==> src/rtl/frad_pkg.sv <==
package frad_pkg;

    typedef enum logic {
        SEQ_IDLE = 1'b0,
        SEQ_RUN  = 1'b1
    } seq_state_e;

    typedef struct packed {
        logic valid;
        logic fresh;
    } res_flags_t;

    localparam res_flags_t FLAGS_CLEAR = '{valid: 1'b0, fresh: 1'b0};
    localparam res_flags_t FLAGS_NEW   = '{valid: 1'b1, fresh: 1'b1};

    function automatic logic last_pulse(input int unsigned cnt, input int unsigned lim);
        return cnt == (lim - 1);
    endfunction

    function automatic int unsigned cnt_width(input int unsigned lim);
        return (lim > 1) ? $clog2(lim) : 1;
    endfunction

endpackage

==> src/rtl/frad_chan_sel.sv <==
module frad_chan_sel #(
    parameter int NUM_CH = 2,
    parameter int DATA_W = 8,
    localparam int CH_W  = (NUM_CH > 1) ? $clog2(NUM_CH) : 1
) (
    input  logic                     clk,
    input  logic                     rst,
    input  logic                     sel_req,
    input  logic [CH_W-1:0]          sel_chan,
    input  logic [NUM_CH*DATA_W-1:0] samp_codes,
    output logic [CH_W-1:0]          cur_chan,
    output logic [DATA_W-1:0]        samp_cur
);

    always_ff @(posedge clk) begin
        if (rst) begin
            cur_chan <= '0;
        end else if (sel_req) begin
            cur_chan <= sel_chan;
        end
    end

    always_comb begin
        samp_cur = '0;
        for (int k = 0; k < NUM_CH; k++) begin
            if (cur_chan == CH_W'(k)) begin
                samp_cur = samp_codes[k*DATA_W +: DATA_W];
            end
        end
    end

endmodule

==> src/rtl/frad_conv_seq.sv <==
module frad_conv_seq
    import frad_pkg::*;
#(
    parameter int CYC_PER_CONV = 4,
    localparam int CNT_W       = cnt_width(CYC_PER_CONV)
) (
    input  logic clk,
    input  logic rst,
    input  logic sel_req,
    input  logic icyc_en,
    output logic active,
    output logic conv_fire
);

    seq_state_e       state_q;
    logic [CNT_W-1:0] cnt_q;
    logic             at_end;

    assign at_end    = last_pulse(32'(cnt_q), CYC_PER_CONV);
    assign active    = (state_q == SEQ_RUN);
    assign conv_fire = active && icyc_en && !sel_req && at_end;

    always_ff @(posedge clk) begin
        if (rst) begin
            state_q <= SEQ_IDLE;
            cnt_q   <= '0;
        end else if (sel_req) begin
            state_q <= SEQ_RUN;
            cnt_q   <= '0;
        end else if (active && icyc_en) begin
            cnt_q <= at_end ? '0 : cnt_q + CNT_W'(1);
        end
    end

endmodule

==> src/rtl/frad_result_port.sv <==
module frad_result_port
    import frad_pkg::*;
#(
    parameter int DATA_W = 8
) (
    input  logic              clk,
    input  logic              rst,
    input  logic              sel_req,
    input  logic              conv_fire,
    input  logic [DATA_W-1:0] samp_cur,
    input  logic              rd_req,
    output logic [DATA_W-1:0] rd_data,
    output logic              rd_valid,
    output logic              rd_fresh,
    output logic              conv_done
);

    logic [DATA_W-1:0] result_q;
    res_flags_t        flags_q;

    always_ff @(posedge clk) begin
        if (rst) begin
            result_q  <= '0;
            flags_q   <= FLAGS_CLEAR;
            rd_data   <= '0;
            rd_valid  <= 1'b0;
            rd_fresh  <= 1'b0;
            conv_done <= 1'b0;
        end else begin
            conv_done <= conv_fire;
            if (rd_req) begin
                rd_data  <= result_q;
                rd_valid <= flags_q.valid;
                rd_fresh <= flags_q.fresh;
            end
            if (conv_fire) begin
                result_q <= samp_cur;
                flags_q  <= FLAGS_NEW;
            end else if (sel_req) begin
                flags_q  <= FLAGS_CLEAR;
            end else if (rd_req) begin
                flags_q.fresh <= 1'b0;
            end
        end
    end

endmodule

==> src/rtl/freerun_adc.sv <==
module freerun_adc #(
    parameter int NUM_CH       = 2,
    parameter int DATA_W       = 8,
    parameter int CYC_PER_CONV = 4,
    localparam int CH_W        = (NUM_CH > 1) ? $clog2(NUM_CH) : 1
) (
    input  logic                     clk,
    input  logic                     rst,
    input  logic                     icyc_en,
    input  logic                     sel_req,
    input  logic [CH_W-1:0]          sel_chan,
    input  logic [NUM_CH*DATA_W-1:0] samp_codes,
    input  logic                     rd_req,
    output logic [DATA_W-1:0]        rd_data,
    output logic                     rd_valid,
    output logic                     rd_fresh,
    output logic                     conv_done,
    output logic                     conv_active,
    output logic [CH_W-1:0]          cur_chan
);

    logic [DATA_W-1:0] samp_cur;
    logic              conv_fire;

    frad_chan_sel #(.NUM_CH(NUM_CH), .DATA_W(DATA_W)) u_chan (
        .clk        (clk),
        .rst        (rst),
        .sel_req    (sel_req),
        .sel_chan   (sel_chan),
        .samp_codes (samp_codes),
        .cur_chan   (cur_chan),
        .samp_cur   (samp_cur)
    );

    frad_conv_seq #(.CYC_PER_CONV(CYC_PER_CONV)) u_seq (
        .clk       (clk),
        .rst       (rst),
        .sel_req   (sel_req),
        .icyc_en   (icyc_en),
        .active    (conv_active),
        .conv_fire (conv_fire)
    );

    frad_result_port #(.DATA_W(DATA_W)) u_res (
        .clk       (clk),
        .rst       (rst),
        .sel_req   (sel_req),
        .conv_fire (conv_fire),
        .samp_cur  (samp_cur),
        .rd_req    (rd_req),
        .rd_data   (rd_data),
        .rd_valid  (rd_valid),
        .rd_fresh  (rd_fresh),
        .conv_done (conv_done)
    );

endmodule

==> config.mk <==
export PLATFORM = sky130hd
export DESIGN_NAME = freerun_adc
export DESIGN_NICKNAME = d
export VERILOG_FILES = /design/src/rtl/frad_pkg.sv /design/src/rtl/frad_chan_sel.sv /design/src/rtl/frad_conv_seq.sv /design/src/rtl/frad_result_port.sv /design/src/rtl/freerun_adc.sv
export SDC_FILE = /design/constraint.sdc
export NUM_CORES = 1
export LEC_CHECK = 0
export BUFFER_PORTS_ARGS = -buffer_cell sky130_fd_sc_hd__clkbuf_2
export CAP_MARGIN = 20
export CORE_MARGIN = 4
export CORE_UTILIZATION = 55
export CTS_BUF_LIST = sky130_fd_sc_hd__clkbuf_4 sky130_fd_sc_hd__clkbuf_8
export CTS_CLUSTER_DIAMETER = 60
export DETAILED_ROUTE_END_ITERATION = 8
export MAX_ROUTING_LAYER = met4
export PLACE_DENSITY_LB_ADDON = 0.12
export SLEW_MARGIN = 20
export SYNTH_ARGS = -nofsm -noshare
export SYNTH_HDL_FRONTEND = slang
export SYNTH_HIERARCHICAL = 1
export SYNTH_SLANG_ARGS = --single-unit
==> constraint.sdc <==
create_clock -name clk -period 2.1 [get_ports clk]
set_input_delay 0.21 -clock clk [delete_from_list [all_inputs] [get_ports clk]]
set_output_delay 0.21 -clock clk [all_outputs]
set_load 0.05 [all_outputs]
==> impl_metrics.yaml <==
timing:
  period_needed_ns: 1.62
  layout_setup_ws_ns: 0.475
  worst_hold_slack_ns: 0.151
  fin_crit_sh_pct: 77.4
  rsz0062_at_grt: "false"
  skew_ns: 0.00549
  fmax_mhz: 616
  slew_violations: 0
  relSlewSlack_pct: 60.4
  final-hold-violation-count: 0
  setup_viol: 0
  tns_ns: 0
  worstMarginPinSlew_ns: 0.593
yosys:
  netlist_instances: 93
  async_flop_share_pct: 0
  synth_edf_count: 0
  yosysSeqAreaShare_pct: 48.4
  yosys_warnings: 6
  yosys_register_bits: 25
  syn-cell-area_sq_um: 1030
  synth_nets: 116
  synth_top_flop_cell: "dfxtp_1"
  synth.avg_cell_area_sq_um: 11.1
  synth_cell_type_count: 17
detailed_routing:
  drt-initial-drc-count: 10
  drt-wirelength-per-cell_um: 12.5
  dr_total_vias: 729
  drc: 0
  drtAntennaViolNets: 0
  dr.pass1.iters: 3
  viasPerCell: 4.83
  drt-total-wl_um: 1890
cells_and_area:
  drive_gt1_share_pct: 38.9
  syn_to_final_growth_pct: 18.9
  final_common_cell: "clkbuf_2"
  nNetsFinal: 150
  mostFrequentLayoutCells: "clkbuf_2 (34), dfxtp_1 (25), nor2_1 (23)"
  antenna_cells: 0
  fillers: 149
clock_tree:
  post_cts_buffers: 0
  path_clk_slew_ns: 0.13
  cts_hold_repair.buffers: 0
  cts_made_buffers: 3
  cts_tree: "built"
  root_buffer: "clkbuf_4"
  cts.sinks: 25
  cts_max_path_buffers: 2
  ctsResizeCount: 0
  clkLatencyLatePin_ns: 0.31
  h-tree-depth: 1
setup_path:
  r2r-start: "u_seq/cnt_q[0]"
  r2r-end: "u_res/result_q[6]"
  r2r_setup_slack_ns: 0.73
  worstSetupPathType: "reg2out"
  crit_end: "cur_chan"
  worstSetupEndpointType: "output port"
  path_max_fanout: 10
  slowest_delay_ns: 0.72
  path_depth: 1
  crit_path_start: "u_chan/cur_chan"
  crit_chain: "clkbuf_2"
  critPathArrivalTime_ns: 1.41
  worst_ep_required_time_ns: 1.89
  critical-path-top-delay-family: "flip-flops"
  path_buf_inv: 1
  reg2reg_depth: 4
  slowest_stage: "dfxtp_1"
  startpoint_type: "flop"
placed_design:
  port_buffers: 34
  gp_congestion: 0.682
  dpl.hpwl_um: 1360
  post-place-ws_ns: 0.737
floorplanning:
  die_w_um: 51.4
  die-area_sq_um: 2640
  num_io_pins: 35
  start_util_pct: 59.2
  die_y_um: 51.4
  core_area_sq_um: 1750
  row_count: 15
pwr:
  peakVddDrop_mv: 0.461
  powerDensity_nw_per_um2: 630
  p_leak_nw: 0.577
global_routing:
  grt_pass1_vias: 718
  antenna_found_initial: 0
  grt_max_degree: 25
  grt_use_total_pct: 16.6
  grt_pass1_wl_um: 3180
  grt_overflow: 0
job:
  drv_cap: 0
hold_path:
  holdCritPathClass: "in2reg"
status:
  status: "completed"
[metal layers]
metal,wire length (um),up-vias,GRT usage (%)
met5,0,-,-
met1,898,325,20.6
met4,23,0,6.55
met3,100,2,3.50
li1,-,381,-
met2,872,21,26.4
[synth_stat cells (all sizes together), types with 2 or more instances]
master | n | area, sq um
a21boi | 2 | 15.0
a21oi | 2 | 10.0
buf | 3 | 26.3
clkbuf | 2 | 7.51
dfxtp | 25 | 500
mux2 | 8 | 120
mux2i | 19 | 190
nor2 | 23 | 86.3
o21a | 2 | 15.0
[worst min-delay path by stage]
| stage | startpoint | endpoint | cells after the start |
|---|---|---|---|
| global route | sel_chan | u_chan/cur_chan | 3 |
| floorplan | rst | u_res/flags_q[0] | 1 |
| detailed placement | u_res/flags_q[1] | u_res/flags_q[1] | 2 |
| finish | sel_chan | u_chan/cur_chan | 3 |
| CTS | sel_chan | u_chan/cur_chan | 3 |
| global placement | sel_chan | u_chan/cur_chan | 3 |
[worst register-to-register path, delay by kind of cell (launching register included)]
kind	cells	cell delay, ns
and+or+nand+nor	2	0.49
DFF	1	0.38
adders and majority gates	1	0.17
muxes	1	0.22
[power breakdown]
group / switching (mW) / leakage [nW] / internal, mW
clock: 0.140 / 0.0177 / 0.0711
combinational: 0.0350 / 0.357 / 0.0421
sequential: 0.00788 / 0.202 / 0.477
total: 0.183 / 0.577 / 0.591
[through the flow]
step	cells	instance area, sq um	power (mW)	util [%]
detailed placement	147	1200	0.573	68.8
floorplan	93	1030	0.545	-
CTS	151	1230	0.776	70.4
finish	151	1230	0.773	70.4
global route	151	1230	0.805	70.4
global placement	147	1200	0.571	68.8
[cell type report]
type | count | area [sq um] | share of cell area [%]
Clock inverter | 1 | 5.00 | 0.407
Multi-Input combinational cell | 62 | 495 | 40.3
Sequential cell | 25 | 500 | 40.7
Tap cell | 25 | 31.3 | 2.55
Inverter | 1 | 3.75 | 0.305
Clock buffer | 3 | 22.5 | 1.83
Timing Repair Buffer | 34 | 170 | 13.8
[sequential cells by signal (all words and copies together), names as in the netlist]
| signal | flops |
|---|---|
| u_chan/cur_chan | 1 |
| u_res/conv_done | 1 |
| u_res/flags_q | 2 |
| u_res/rd_data | 8 |
| u_res/rd_fresh | 1 |
| u_res/rd_valid | 1 |
| u_res/result_q | 8 |
| u_seq/active | 1 |
| u_seq/cnt_q | 2 |
[logic make-up after synthesis]
kind of cell | count (synthesis) | share of synthesized area, %
mux | 27 | 30.0
compound gates | 6 | 3.87
flops | 25 | 48.4
simple gates | 28 | 12.8
buf+inv | 6 | 3.63
fa+ha+maj | 1 | 1.21
(Power assumes the default switching activity.)
